$ cat src/rtl/spl_pkg.sv
package spl_pkg;

  // How the candidate port set is chosen this cycle.
  typedef enum logic [1:0] {
    ROUTE_OFF = 2'd0,
    ROUTE_ALL = 2'd1,
    ROUTE_ONE = 2'd2,
    ROUTE_REG = 2'd3
  } route_e;

endpackage

$ cat src/rtl/spl_hpd_sync.sv
module spl_hpd_sync #(
  parameter int N      = 4,
  parameter int STAGES = 2
) (
  input  logic         clk,
  input  logic         rst_n,
  input  logic [N-1:0] async_i,
  output logic [N-1:0] sync_o
);

  logic [N-1:0] stg_q [STAGES];

  for (genvar s = 0; s < STAGES; s++) begin : g_stage
    logic [N-1:0] stg_d;
    if (s == 0) begin : g_first
      assign stg_d = async_i;
    end else begin : g_rest
      assign stg_d = stg_q[s-1];
    end
    always_ff @(posedge clk or negedge rst_n) begin
      if (!rst_n) stg_q[s] <= '0;
      else        stg_q[s] <= stg_d;
    end
  end

  assign sync_o = stg_q[STAGES-1];

endmodule

$ cat src/rtl/spl_route_sel.sv
module spl_route_sel
  import spl_pkg::*;
#(
  parameter int N     = 4,
  parameter int SEL_W = 2
) (
  input  logic             oe_i,
  input  logic             reg_mode_i,
  input  logic             bcast_i,
  input  logic [SEL_W-1:0] psel_i,
  input  logic [N-1:0]     cfg_port_en_i,
  input  logic [N-1:0]     hpd_s_i,
  output logic [N-1:0]     mask_o,
  output logic             hpd_sum_o
);

  route_e       route;
  logic [N-1:0] one_hot;

  for (genvar gp = 0; gp < N; gp++) begin : g_dec
    assign one_hot[gp] = (psel_i == SEL_W'(gp));
  end

  always_comb begin
    if (!oe_i)          route = ROUTE_OFF;
    else if (reg_mode_i) route = ROUTE_REG;
    else if (bcast_i)   route = ROUTE_ALL;
    else                route = ROUTE_ONE;
  end

  always_comb begin
    unique case (route)
      ROUTE_ALL: mask_o = '1;
      ROUTE_ONE: mask_o = one_hot;
      ROUTE_REG: mask_o = cfg_port_en_i;
      default:   mask_o = '0;
    endcase
  end

  // Hot-plug summary: sink state of every selected port, ORed.
  assign hpd_sum_o = |(hpd_s_i & mask_o);

endmodule

$ cat src/rtl/spl_gate.sv
module spl_gate #(
  parameter int N = 4
) (
  input  logic         oe_i,
  input  logic         cfg_run_i,
  input  logic         cfg_det_en_i,
  input  logic         cfg_sq_dis_i,
  input  logic         clk_act_i,
  input  logic         cfg_hpd_inv_i,
  input  logic [N-1:0] mask_i,
  input  logic [N-1:0] hpd_s_i,
  input  logic         hpd_sum_i,
  output logic [N-1:0] port_d_o,
  output logic         term_d_o,
  output logic         stby_d_o,
  output logic         hpd_d_o
);

  logic         awake;
  logic         squelched;
  logic         live;
  logic [N-1:0] connected;
  logic         none_attached;

  assign awake         = oe_i & cfg_run_i;
  assign squelched     = ~cfg_sq_dis_i & ~clk_act_i;
  assign live          = awake & ~squelched;
  assign connected     = cfg_det_en_i ? hpd_s_i : '1;
  assign none_attached = cfg_det_en_i & ~(|hpd_s_i);

  always_comb begin
    port_d_o = live ? (mask_i & connected) : '0;
    term_d_o = awake & ~none_attached;
    stby_d_o = ~awake;
    hpd_d_o  = oe_i & (hpd_sum_i ^ cfg_hpd_inv_i);
  end

endmodule

$ cat src/rtl/spl_port_ctl.sv
module spl_port_ctl #(
  parameter int NPORT       = 4,
  parameter int SYNC_STAGES = 2,
  localparam int SEL_W      = (NPORT > 1) ? $clog2(NPORT) : 1
) (
  input  logic             clk,
  input  logic             rst_n,
  input  logic             oe_i,
  input  logic             reg_mode_i,
  input  logic             bcast_i,
  input  logic [SEL_W-1:0] psel_i,
  input  logic [NPORT-1:0] hpd_sink_i,
  input  logic             clk_act_i,
  input  logic             cfg_run_i,
  input  logic [NPORT-1:0] cfg_port_en_i,
  input  logic             cfg_det_en_i,
  input  logic             cfg_sq_dis_i,
  input  logic             cfg_hpd_inv_i,
  output logic [NPORT-1:0] port_en_o,
  output logic             term_en_o,
  output logic             standby_o,
  output logic             hpd_src_o
);

  logic [NPORT-1:0] hpd_s;
  logic [NPORT-1:0] mask;
  logic             hpd_sum;
  logic [NPORT-1:0] port_d, port_q;
  logic             term_d, term_q;
  logic             stby_d, stby_q;
  logic             hpd_d, hpd_q;
  logic             upd;

  spl_hpd_sync #(.N(NPORT), .STAGES(SYNC_STAGES)) u_sync (
    .clk     (clk),
    .rst_n   (rst_n),
    .async_i (hpd_sink_i),
    .sync_o  (hpd_s)
  );

  spl_route_sel #(.N(NPORT), .SEL_W(SEL_W)) u_route (
    .oe_i          (oe_i),
    .reg_mode_i    (reg_mode_i),
    .bcast_i       (bcast_i),
    .psel_i        (psel_i),
    .cfg_port_en_i (cfg_port_en_i),
    .hpd_s_i       (hpd_s),
    .mask_o        (mask),
    .hpd_sum_o     (hpd_sum)
  );

  spl_gate #(.N(NPORT)) u_gate (
    .oe_i          (oe_i),
    .cfg_run_i     (cfg_run_i),
    .cfg_det_en_i  (cfg_det_en_i),
    .cfg_sq_dis_i  (cfg_sq_dis_i),
    .clk_act_i     (clk_act_i),
    .cfg_hpd_inv_i (cfg_hpd_inv_i),
    .mask_i        (mask),
    .hpd_s_i       (hpd_s),
    .hpd_sum_i     (hpd_sum),
    .port_d_o      (port_d),
    .term_d_o      (term_d),
    .stby_d_o      (stby_d),
    .hpd_d_o       (hpd_d)
  );

  // Clock enable: registers load only when some next value differs.
  always_comb begin
    upd = (port_d != port_q) | (term_d != term_q) |
          (stby_d != stby_q) | (hpd_d != hpd_q);
  end

  always_ff @(posedge clk or negedge rst_n) begin
    if (!rst_n) begin
      port_q <= '0;
      term_q <= 1'b0;
      stby_q <= 1'b1;
      hpd_q  <= 1'b0;
    end else if (upd) begin
      port_q <= port_d;
      term_q <= term_d;
      stby_q <= stby_d;
      hpd_q  <= hpd_d;
    end
  end

  assign port_en_o = port_q;
  assign term_en_o = term_q;
  assign standby_o = stby_q;
  assign hpd_src_o = hpd_q;

  // ---------------- assertions ----------------
  assert_oe_low_quiet_R1: assert property (@(posedge clk) disable iff (!rst_n)
    $past(!oe_i) |-> (port_en_o == '0 && !hpd_src_o && !term_en_o && standby_o));

  assert_single_port_R3: assert property (@(posedge clk) disable iff (!rst_n)
    $past(oe_i && !reg_mode_i && !bcast_i) |-> $onehot0(port_en_o));

  assert_reg_subset_R4: assert property (@(posedge clk) disable iff (!rst_n)
    $past(reg_mode_i) |-> ((port_en_o & ~$past(cfg_port_en_i)) == '0));

  assert_detect_gate_R5: assert property (@(posedge clk) disable iff (!rst_n)
    $past(cfg_det_en_i) |-> ((port_en_o & ~$past(hpd_s)) == '0));

  assert_term_needs_awake_R6: assert property (@(posedge clk) disable iff (!rst_n)
    term_en_o |-> $past(oe_i && cfg_run_i));

  assert_standby_R7: assert property (@(posedge clk) disable iff (!rst_n)
    $past(!cfg_run_i) |-> (standby_o && port_en_o == '0));

  assert_squelch_R8: assert property (@(posedge clk) disable iff (!rst_n)
    $past(!cfg_sq_dis_i && !clk_act_i) |-> (port_en_o == '0));

endmodule

$ cat config.mk
export PLATFORM = sky130hd
export DESIGN_NAME = spl_port_ctl
export DESIGN_NICKNAME = d
export VERILOG_FILES = /design/src/rtl/spl_pkg.sv /design/src/rtl/spl_hpd_sync.sv /design/src/rtl/spl_route_sel.sv /design/src/rtl/spl_gate.sv /design/src/rtl/spl_port_ctl.sv
export SDC_FILE = /design/constraint.sdc
export NUM_CORES = 1
export LEC_CHECK = 0
export CAP_MARGIN = 10
export CORE_AREA = 2 2 39 41
export DETAILED_ROUTE_END_ITERATION = 10
export DIE_AREA = 0 0 41 43
export DONT_BUFFER_PORTS = 1
export SYNTH_ARGS = -nofsm -noshare
export SYNTH_HDL_FRONTEND = slang
export SYNTH_SLANG_ARGS = --single-unit
export TNS_END_PERCENT = 30
$ cat constraint.sdc
create_clock -name clk -period 1.28 [get_ports clk]
set_clock_uncertainty 0.15 [all_clocks]
set_input_delay 0.128 -clock clk [delete_from_list [all_inputs] [get_ports clk]]
set_output_delay 0.128 -clock clk [all_outputs]
set_load 0.02 [all_outputs]
==> reports/qor.csv, run 1 <==
stage,metric,value,unit
grt,initial antenna violation count,0,
critical_path,crit path DAT,1.22,ns
sta,RSZ-0062 raised after global routing,false,
yosys,xor/xnor share of the synthesized area,0,%
sta,max-slew violations,0,
yosys,Post-synth top flop,dfrtp_1,
power,Comb power frac,11.1,%
power,Leakage,0.3470,nW
die,Die Wd,41,µm
critical_path,depth of the most critical reg-to-reg path,3,
critical_path,worst r2r src,u_sync.sync_o[0],
critical_path,critical path class,in2reg,
die,area of the core,1384,µm²
routing,Iter 0 DRT Violations,10,
layout,Layout Nets,89,
yosys,Post-synth EDFFs,0,
yosys,synthesized cell area,580.6,µm²
grt,pin count of the biggest net entering global routing,16,
grt,first-pass GRT wire length,1.807,mm
yosys,Ys Warns,0,
power,Seq pwr share,59.6,%
power,switch share,23.35,%
cts,Max Buffers Root-to-Sink,2,
yosys,Post-Synth Simple-Gate Area,19.61,%
yosys,post-synth top area cell,dfrtp_1,
routing,vias post-DR,446,
yosys,synth top area cells,"dfrtp_1 (60%), nor3_1 (6.0%), dfstp_2 (4.5%), o311ai_0 (4.5%), nand2b_1 (4.3%)",
yosys,most frequent cell after synthesis,dfrtp_1,
cts,CTS tree,done,
hold_path,HP Class,in2reg,
hold_path,Hold Path Origin,bcast_i,
sta,max_slew headroom,57.37,%
sta,period utilisation layout,94.22,%
yosys,mux share of post-synthesis cell area,1.724,%
layout,area grow syn2layout,34.05,%
routing,DRC viols,0,
sta,Setup TNS,0,ns
layout,filler instances,114,
run_status,outcome,"finished, final reports clean",
cts,clk_lat worst skew,0.28,ns
yosys,area fraction in compound gates after synthesis,11.21,%
power,Psw,205.7,µW
sta,Setup Viol. Count Final,0,
routing,Vias per Instance,5.310,
die,Core Rows,14,
power,Final Power,880.7,µW
cts,clock sink count,15,
yosys,Post-synth top cells,"dfrtp_1 (14), nor3_1 (7), nand2b_1 (4)",
critical_path,slowest cell on the critical path,dlygate4sd3_1,
cts,Worst-path clk slew,0.08,ns
die,number of I/O pins,27,
critical_path,Setup crit end kind,register,
cts,H-tree depth,1,
critical_path,critical-path maximum fanout,2,
yosys,"Avg Cell Area, Syn",11.85,µm²
grt,global route total overflow,0,
hold_path,hold path endpoint,hpd_src_o,
placed_design,Placed Instances,64,
sta,Period minus WS final,1.206,ns
power,Power Density,1132,nW/µm²
critical_path,worst endpoint required time,1.30,ns
critical_path,kind of start point of the critical path,primary input,
routing,post-route ant nets,0,
yosys,"Seq/Total Area, Yosys",64.87,%
die,Starting Density,41.95,%
placed_design,RD Place Congestion,0.7892,
power,cell internal pwr,675.0,µW
grt,global-route usage over all layers,16.43,%
routing,WL final,1.098,mm
layout,Non-Filler Instances,84,
routing,WL/cell,13.07,µm
critical_path,reg2reg end,hpd_src_o,
critical_path,CP Cell Sequence,"dlygate4sd3_1, nand2b_1, o311ai_0, nand4_1, mux2i_1",
yosys,synthesis-stage register bit count,15,
placed_design,Port Buffers,0,
grt,vias in the first global route,441,
yosys,Mapped Nets,69,
yosys,share of the synthesized area in the top cell type,60.34,%
routing,DRT Pass-1 Iters,4,
sta,final hold violation count,0,
cts,CTS buffer count,3,
cts,clock root cell,clkbuf_4,
hold_path,hold depth,3,
power,Clk pwr share,29.4,%
sta,fmax,829.2,MHz
yosys,Synth Instances,49,
sta,Least-Margin Pin Slew,0.6374,ns
die,chip height,43,µm
yosys,main combinational cell family by area after synthesis,simple AND/OR/NAND/NOR gates,
die,Total Die Area,1763,µm²
yosys,asr flop ratio synth,100.0,%
run,Max-cap violations,0,
layout,layout cell share with drive strength beyond 1,5.882,%
yosys,Post-Synth Adder-Cell Area,0,%
critical_path,max incr delay on CP,0.53,ns
layout,# diodes,0,
yosys,Netlist cell types,19,
critical_path,flop-to-flop setup slack,0.21,ns
power,"IR drop worst, VDD",0.7856,mV
## power groups by stage
stage,Clock (mW),Sequential [mW],Combinational [mW]
6_report,0.259,0.524,0.0975
5_1_grt,0.295,0.528,0.109
4_1_cts,0.264,0.525,0.0967
3_5_place_dp,0,0.534,0.0460
3_3_place_gp,0,0.533,0.0457
2_1_floorplan,0,0.530,0.0445
## layer usage
layer,vias to the layer above,GRT usage (%),part of all wire (%)
met3,6,9.948,7.1
met2,21,24.38,49
met5,-,0,0
li1,215,-,-
met1,204,16.61,41
met4,0,10.00,3.5
## per-stage QoR
| step | hold WS (ns) | utilization, % | instance area (µm²) | setup WS, ns |
|---|---|---|---|---|
| 4_1_cts | 0.02391 | 56.06 | 775.7 | 0.02589 |
| 6_report | 0.005260 | 56.24 | 778.2 | 0.07402 |
| 5_1_grt | 0.02017 | 56.24 | 778.2 | 0.01006 |
| 3_5_place_dp | -0.3173 | 42.59 | 589.3 | 0.1515 |
| 2_1_floorplan | -0.3176 | - | 580.6 | 0.1848 |
| 3_3_place_gp | -0.3173 | 42.59 | 589.3 | 0.1599 |
## final cells by class
class,count,area [µm²],share of cell area (%)
Clock buffer,4,26.28,3.376
Tap cell,16,20.02,2.572
Timing Repair Buffer,16,162.7,20.90
Sequential cell,15,376.6,48.39
Inverter,1,3.754,0.4823
Multi-Input combinational cell,32,188.9,24.28
## worst max path at each step
| stage | cells past startpoint | from | end |
|---|---|---|---|
| 6_report | 5 | cfg_port_en_i[0] | hpd_src_o |
| 5_1_grt | 5 | cfg_port_en_i[1] | hpd_src_o |
| 4_1_cts | 5 | reg_mode_i | hpd_src_o |
| 3_5_place_dp | 4 | psel_i[0] | hpd_src_o |
| 3_3_place_gp | 4 | psel_i[0] | hpd_src_o |
| 2_1_floorplan | 5 | reg_mode_i | hpd_src_o |
## cell usage in the layout, fill, tap and decap left out
cell            synthesis  layout
a211o_1                 1       1
a21oi_1                 1       1
clkbuf_1                0       1
clkbuf_4                0       3
dfrtp_1                14      14
dfstp_2                 1       1
dlygate4sd3_1           0      15
dlymetal6s4s_1          0       1
inv_1                   1       1
mux2i_1                 1       1
nand2_1                 3       3
nand2b_1                4       4
nand3_1                 1       1
nand4_1                 1       1
nor2_1                  3       3
nor2b_1                 2       2
nor3_1                  7       7
o211ai_1                1       1
o21ai_0                 2       2
o311ai_0                3       2
o311ai_1                0       1
o31ai_1                 1       1
or2b_1                  1       1
## logic make-up after synthesis
kind of cell / count (synthesis)
buffers and inverters: 2
flip-flops: 15
multiplexers: 1
AND/OR/NAND/NOR: 22
AO/OA/AOI/OAI: 9
## critical path, delay by kind of cell
kind / cells / cell delay, ns
buffers and inverters: 1 / 0.53
muxes: 1 / 0.14
and+or+nand+nor: 2 / 0.31
AOI/OAI and AO/OA: 1 / 0.11
## repair_timing
action,CTS,global route
resized for setup,0,2
setup buffers,0,0
setup endpoints to repair,0,1
endpoints found under the hold margin,26,0
hold buffers,16,0
## flip-flops by register name, indices dropped and copies added, names as in the netlist
signal,count
port_en_o,4
u_sync.g_stage.stg_d,4
u_sync.sync_o,4
hpd_src_o,1
standby_o,1
term_en_o,1
No activity file was read; power rests on OpenSTA's default activity.
==> inputs of run 2 (changes only) <==
Settings changed: ABC_AREA set to 1, PLACE_DENSITY set to 0.65.
==> run 2 against run 1 <==
Against the previous run: clock power about the same; core utilization increased by 6.0 points; area after synthesis increased by 3.2%; critical path type unchanged; critical endpoint is now term_en_o; largest power group unchanged; highest routed layer is now met3.
==> reports/qor.csv, run 2 <==
stage,metric,value,unit
placed_design,pre-CTS setup slack,0.1084,ns
placed_design,dpl hpwl,820.3,µm
yosys,asr flop ratio synth,100.0,%
layout,area grow syn2layout,43.63,%
yosys,Post-synth top flop,dfrtp_1,
layout,Non-Filler Instances,106,
yosys,synthesis-stage register bit count,15,
power,Comb power frac,13.6,%
sta,period utilisation layout,93.05,%
layout,# diodes,0,
routing,WL/cell,11.11,µm
yosys,share of the synthesized area in the top cell type,58.46,%
yosys,Netlist cell types,14,
yosys,Synth Instances,66,
routing,DRC viols,0,
cts,Worst-path clk slew,0.08,ns
routing,Vias per Instance,4.755,
yosys,Post-synth EDFFs,0,
run_status,outcome,"finished, final reports clean",
sta,RSZ-0062 raised after global routing,true,
cts,CTS buffer count,3,
placed_design,RD Place Congestion,0.7224,
yosys,"Avg Cell Area, Syn",9.081,µm²
routing,post-route ant nets,0,
layout,filler instances,125,
grt,vias in the first global route,478,
yosys,Post-synth top cells,"nand2_1 (16), dfrtp_1 (14), nor2_1 (10), inv_1 (8), nand3_1 (5)",
yosys,Mapped Nets,86,
layout,"commonest cells after routing, fill and taps aside","dlygate4sd3_1 (17), nand2_1 (16), dfrtp_1 (14), nor2_1 (10), inv_1 (8)",
sta,Setup Viol. Count Final,0,
run,Max-cap violations,0,
placed_design,Port Buffers,0,
sta,max_slew headroom,56.81,%
cts,buffers inserted by post-CTS timing repair,0,
yosys,Ys Warns,0,
die,chip height,43,µm
power,Seq pwr share,57.7,%
power,Psw,216.1,µW
yosys,"Seq/Total Area, Yosys",62.84,%
cts,H-tree depth,1,
critical_path,crit path DAT,1.21,ns
cts,clock sink count,15,
grt,global-route usage over all layers,16.31,%
yosys,most frequent cell after synthesis,nand2_1,
die,area of the core,1384,µm²
die,Total Die Area,1763,µm²
hold_path,HP Class,in2reg,
critical_path,critical path class,in2reg,
sta,Period minus WS final,1.191,ns
critical_path,critical-path maximum fanout,4,
power,Power Density,1046,nW/µm²
yosys,synth top area cells,"dfrtp_1 (58%), nand2_1 (10%), nor2_1 (6.3%), inv_1 (5.0%), dfstp_2 (4.4%)",
power,"IR drop worst, VDD",0.8238,mV
routing,WL final,1.178,mm
cts,clk_lat worst skew,0.28,ns
grt,pin count of the biggest net entering global routing,16,
cts,Max Buffers Root-to-Sink,2,
critical_path,kind of start point of the critical path,primary input,
yosys,post-synth top area cell,dfrtp_1,
grt,first-pass GRT wire length,1.869,mm
placed_design,Placed Instances,82,
critical_path,worst endpoint required time,1.30,ns
layout,"commonest non-fill, non-tap cell in the layout",dlygate4sd3_1,
sta,fmax,839.6,MHz
yosys,synthesized cell area,599.3,µm²
cts,CTS tree,done,
layout,layout cell share with drive strength beyond 1,10.00,%
layout,Layout Nets,111,
grt,initial antenna violation count,0,
sta,min setup slack post-route,0.08897,ns
sta,Least-Margin Pin Slew,0.6457,ns
critical_path,Setup crit end kind,register,
cts,clock root cell,clkbuf_4,
die,Core Rows,14,
routing,Iter 0 DRT Violations,5,
die,Die Wd,41,µm
grt,global route total overflow,0,
power,switch share,24.01,%
power,Clk pwr share,28.7,%
power,Leakage,0.4555,nW
sta,max-slew violations,0,
power,cell internal pwr,684.0,µW
routing,vias post-DR,504,
die,number of I/O pins,27,
routing,DRT Pass-1 Iters,4,
sta,final hold violation count,0,
die,Starting Density,43.31,%
[run 2: cell types whose count changed in the layout (fill, tap and decap cells not counted), sizes merged, moves of 2 or more]
cell,change
nor3,-4
nor2b,-2
o311ai,-3
nand2b,-4
inv,+9
nand3,+4
dlygate4sd3,+2
dlymetal6s4s,+2
nor2,+9
nand2,+13
[run 2: path summary, 6_finish.rpt]
check	start	endpoint	slack, ns	cells past startpoint
max	cfg_det_en_i	term_en_o	0.09	5
min	bcast_i	port_en_o[2]	0.01	4
max reg2reg	u_sync.sync_o[0]	term_en_o	0.14	3
min reg2reg	u_sync.g_stage[1].stg_d[2]	u_sync.sync_o[2]	0.20	0
max in group asynchronous	rst_n	u_sync.g_stage[1].stg_d[2]	0.40	1
min in group asynchronous	rst_n	u_sync.sync_o[2]	0.16	1
[run 2: logic make-up after synthesis]
family | synth area share (%)
flops | 62.84
compound gates | 3.966
buf+inv | 6.264
simple gates | 26.93
[run 2: through the flow]
step	setup TNS [ns]	utilization [%]	hold slack (ns)	power [mW]	instance area (µm²)
finish	0	62.21	0.01193	0.9002	860.8
global route	-0.008064	62.21	0.03068	0.9621	860.8
CTS	0	61.12	0.0009873	0.9122	845.8
detailed placement	0	44.76	-0.3172	0.5889	619.3
global placement	0	44.76	-0.3173	0.5874	619.3
floorplan	0	-	-0.3176	0.5763	599.3
[run 2: metal layers]
| layer | routed length (µm) | up-vias | share of wire, % | global-route usage (%) |
|---|---|---|---|---|
| met4 | 0 | 0 | 0 | 8.000 |
| li1 | - | 252 | - | - |
| met1 | 478 | 234 | 41 | 19.01 |
| met2 | 625 | 18 | 53 | 25.94 |
| met5 | 0 | - | 0 | 0 |
| met3 | 74 | 0 | 6.3 | 4.712 |
[run 2: cell type report]
class | count | area (µm²) | area share (%)
Multi-Input combinational cell | 41 | 192.7 | 22.38
Timing Repair Buffer | 20 | 207.7 | 24.13
Clock buffer | 4 | 26.28 | 3.052
Sequential cell | 15 | 376.6 | 43.75
Inverter | 10 | 37.54 | 4.360
Tap cell | 16 | 20.02 | 2.326
[run 2: power groups by stage]
stage                     clock (mW)  sequential (mW)  combinational [mW]
final                          0.258            0.520               0.122
after global routing           0.302            0.522               0.138
after CTS                      0.273            0.520               0.120
after detailed placement           0            0.529              0.0597
after global placement             0            0.528              0.0589
after floorplan                    0            0.526              0.0506
[run 2: timing repair]
item,CTS,global route
endpoints found under the hold margin,26,0
gates resized for setup,0,4
hold buffers,20,0
endpoints found under the setup margin,0,2
[run 2: critical path, cell delays in order]
cell,delay [ns]
dlygate4sd3_1,0.52
inv_1,0.07
or2_1,0.24
o41ai_2,0.19
inv_1,0.06
==> inputs of run 3 (changes only) <==
Settings changed: ABC_AREA 1 to unset, PLACE_DENSITY 0.65 to 0.63.
==> run 3 against run 2 <==
Against the previous run: the run now ends with negative setup slack left; final cell count fell by 19%; wire length rose by 4.5%; combinational power fell by 11%; sequential cell count did not move; clock power fell by 2%; non-clock buffer count fell by 2; critical path depth did not move; die area did not move.
==> reports/qor.csv, run 3 (synthesized netlist as in run 1, its figures left out) <==
stage,metric,value,unit
grt,initial antenna violation count,0,
placed_design,RD Place Congestion,0.7767,
layout,"commonest cells after routing, fill and taps aside","dlygate4sd3_1 (17), dfrtp_1 (14), nor3_1 (7), nand2b_1 (4)",
power,switch share,23.17,%
routing,vias post-DR,468,
sta,fmax,765.6,MHz
critical_path,max incr delay on CP,0.55,ns
power,Psw,205.1,µW
critical_path,worst endpoint required time,1.30,ns
layout,Layout Nets,91,
critical_path,Setup crit end kind,register,
cts,clock root cell,clkbuf_4,
grt,first-pass GRT wire length,1.766,mm
power,Comb power frac,12.2,%
layout,filler instances,124,
layout,area grow syn2layout,39.22,%
routing,Iter 0 DRT Violations,14,
cts,H-tree depth,1,
critical_path,critical path class,in2reg,
grt,global-route usage over all layers,15.68,%
power,Seq pwr share,59.2,%
die,chip height,43,µm
layout,# diodes,0,
hold_path,HP Class,in2reg,
sta,max-slew violations,0,
sta,max_slew headroom,57.85,%
routing,Vias per Instance,5.442,
cts,Worst-path clk slew,0.08,ns
routing,DRT Pass-1 Iters,4,
run_status,outcome,finished with violations,
critical_path,depth of the most critical reg-to-reg path,3,
run_status,failing checks,negative setup slack,
critical_path,reg2reg end,hpd_src_o,
die,area of the core,1384,µm²
die,Die Wd,41,µm
power,Clk pwr share,28.6,%
hold_path,hold depth,3,
hold_path,Hold Path Origin,bcast_i,
critical_path,worst r2r src,u_sync.sync_o[1],
routing,DRC viols,0,
sta,Least-Margin Pin Slew,0.6301,ns
routing,WL final,1.231,mm
critical_path,kind of start point of the critical path,primary input,
critical_path,crit path DAT,1.32,ns
sta,Setup Viol. Count Final,1,
power,cell internal pwr,680.4,µW
sta,min setup slack post-route,-0.02619,ns
cts,buffers inserted by post-CTS timing repair,0,
die,Total Die Area,1763,µm²
placed_design,Placement Cell Area,589.3,µm²
routing,post-route ant nets,0,
cts,Max Buffers Root-to-Sink,2,
sta,period utilisation layout,102.0,%
cts,clk_lat worst skew,0.27,ns
placed_design,dpl hpwl,764.7,µm
critical_path,slowest cell on the critical path,dlygate4sd3_1,
die,Core Rows,14,
die,number of I/O pins,27,
grt,global route total overflow,0,
layout,utilization after layout,58.41,%
run,Max-cap violations,0,
power,"IR drop worst, VDD",0.8129,mV
critical_path,flop-to-flop setup slack,0.22,ns
power,Leakage,0.3561,nW
layout,"commonest non-fill, non-tap cell in the layout",dlygate4sd3_1,
placed_design,Port Buffers,0,
grt,vias in the first global route,432,
sta,final hold violation count,0,
cts,clock sink count,15,
cts,CTS tree,done,
hold_path,hold path endpoint,hpd_src_o,
grt,pin count of the biggest net entering global routing,16,
layout,layout cell share with drive strength beyond 1,8.571,%
critical_path,CP Cell Sequence,"dlygate4sd3_1, nor2_2, o311ai_2, nand4_1, mux2i_1",
cts,CTS buffer count,3,
power,Power Density,1096,nW/µm²
layout,post-route cell area,808.3,µm²
routing,WL/cell,14.31,µm
critical_path,critical-path maximum fanout,4,
sta,Period minus WS final,1.306,ns
die,Starting Density,41.95,%
run 3: layout make-up:
cell class | instances | area, µm² | share of cell area (%)
Multi-Input combinational cell | 32 | 198.9 | 24.61
Timing Repair Buffer | 18 | 182.7 | 22.60
Inverter | 1 | 3.754 | 0.4644
Tap cell | 16 | 20.02 | 2.477
Sequential cell | 15 | 376.6 | 46.59
Clock buffer | 4 | 26.28 | 3.251
run 3: power by group through the flow:
stage,clock network (mW),logic (mW),registers [mW]
2_1_floorplan,0,0.0445,0.530
3_3_place_gp,0,0.0457,0.533
3_5_place_dp,0,0.0459,0.534
4_1_cts,0.267,0.0996,0.525
5_1_grt,0.285,0.119,0.528
6_report,0.253,0.108,0.525
run 3: worst max-delay path: cells and delay by family:
family	cells	cell delay, ns
AND/OR/NAND/NOR	2	0.22
buffers and inverters	1	0.55
AO/OA/AOI/OAI	1	0.28
multiplexers	1	0.14
run 3: stage by stage:
step / total power, mW / setup TNS, ns / std cells / setup WS (ns) / hold WS (ns)
final: 0.8855 / -0.02619 / 86 / -0.02619 / 0.03022
after global routing: 0.9321 / -0.04637 / 86 / -0.04637 / 0.02729
after CTS: 0.8910 / 0 / 85 / 0.002368 / 0.004476
after detailed placement: 0.5804 / 0 / 64 / 0.1671 / -0.3173
after global placement: 0.5790 / 0 / 64 / 0.1680 / -0.3173
after floorplan: 0.5743 / 0 / 49 / 0.1848 / -0.3176
run 3: how the worst max path moves through the flow:
| stage | end | slack [ns] | cells past startpoint | startpoint |
|---|---|---|---|---|
| finish | hpd_src_o | -0.03 | 5 | psel_i[1] |
| global route | hpd_src_o | -0.05 | 5 | psel_i[0] |
| CTS | hpd_src_o | 0.002 | 5 | reg_mode_i |
| detailed placement | hpd_src_o | 0.17 | 4 | psel_i[0] |
| global placement | hpd_src_o | 0.17 | 4 | psel_i[0] |
| floorplan | hpd_src_o | 0.18 | 5 | reg_mode_i |
run 3: repair_timing:
action | 4_1_cts | 5_1_grt
endpoints found under the hold margin | 26 | 1
hold buffers | 17 | 1
resized for setup | 0 | 4
setup endpoints to repair | 0 | 1
run 3: layer usage:
layer	wire length, µm	global-route usage, %
met5	0	0
met4	0	4.000
met3	84	9.424
met2	694	26.25
met1	452	15.46
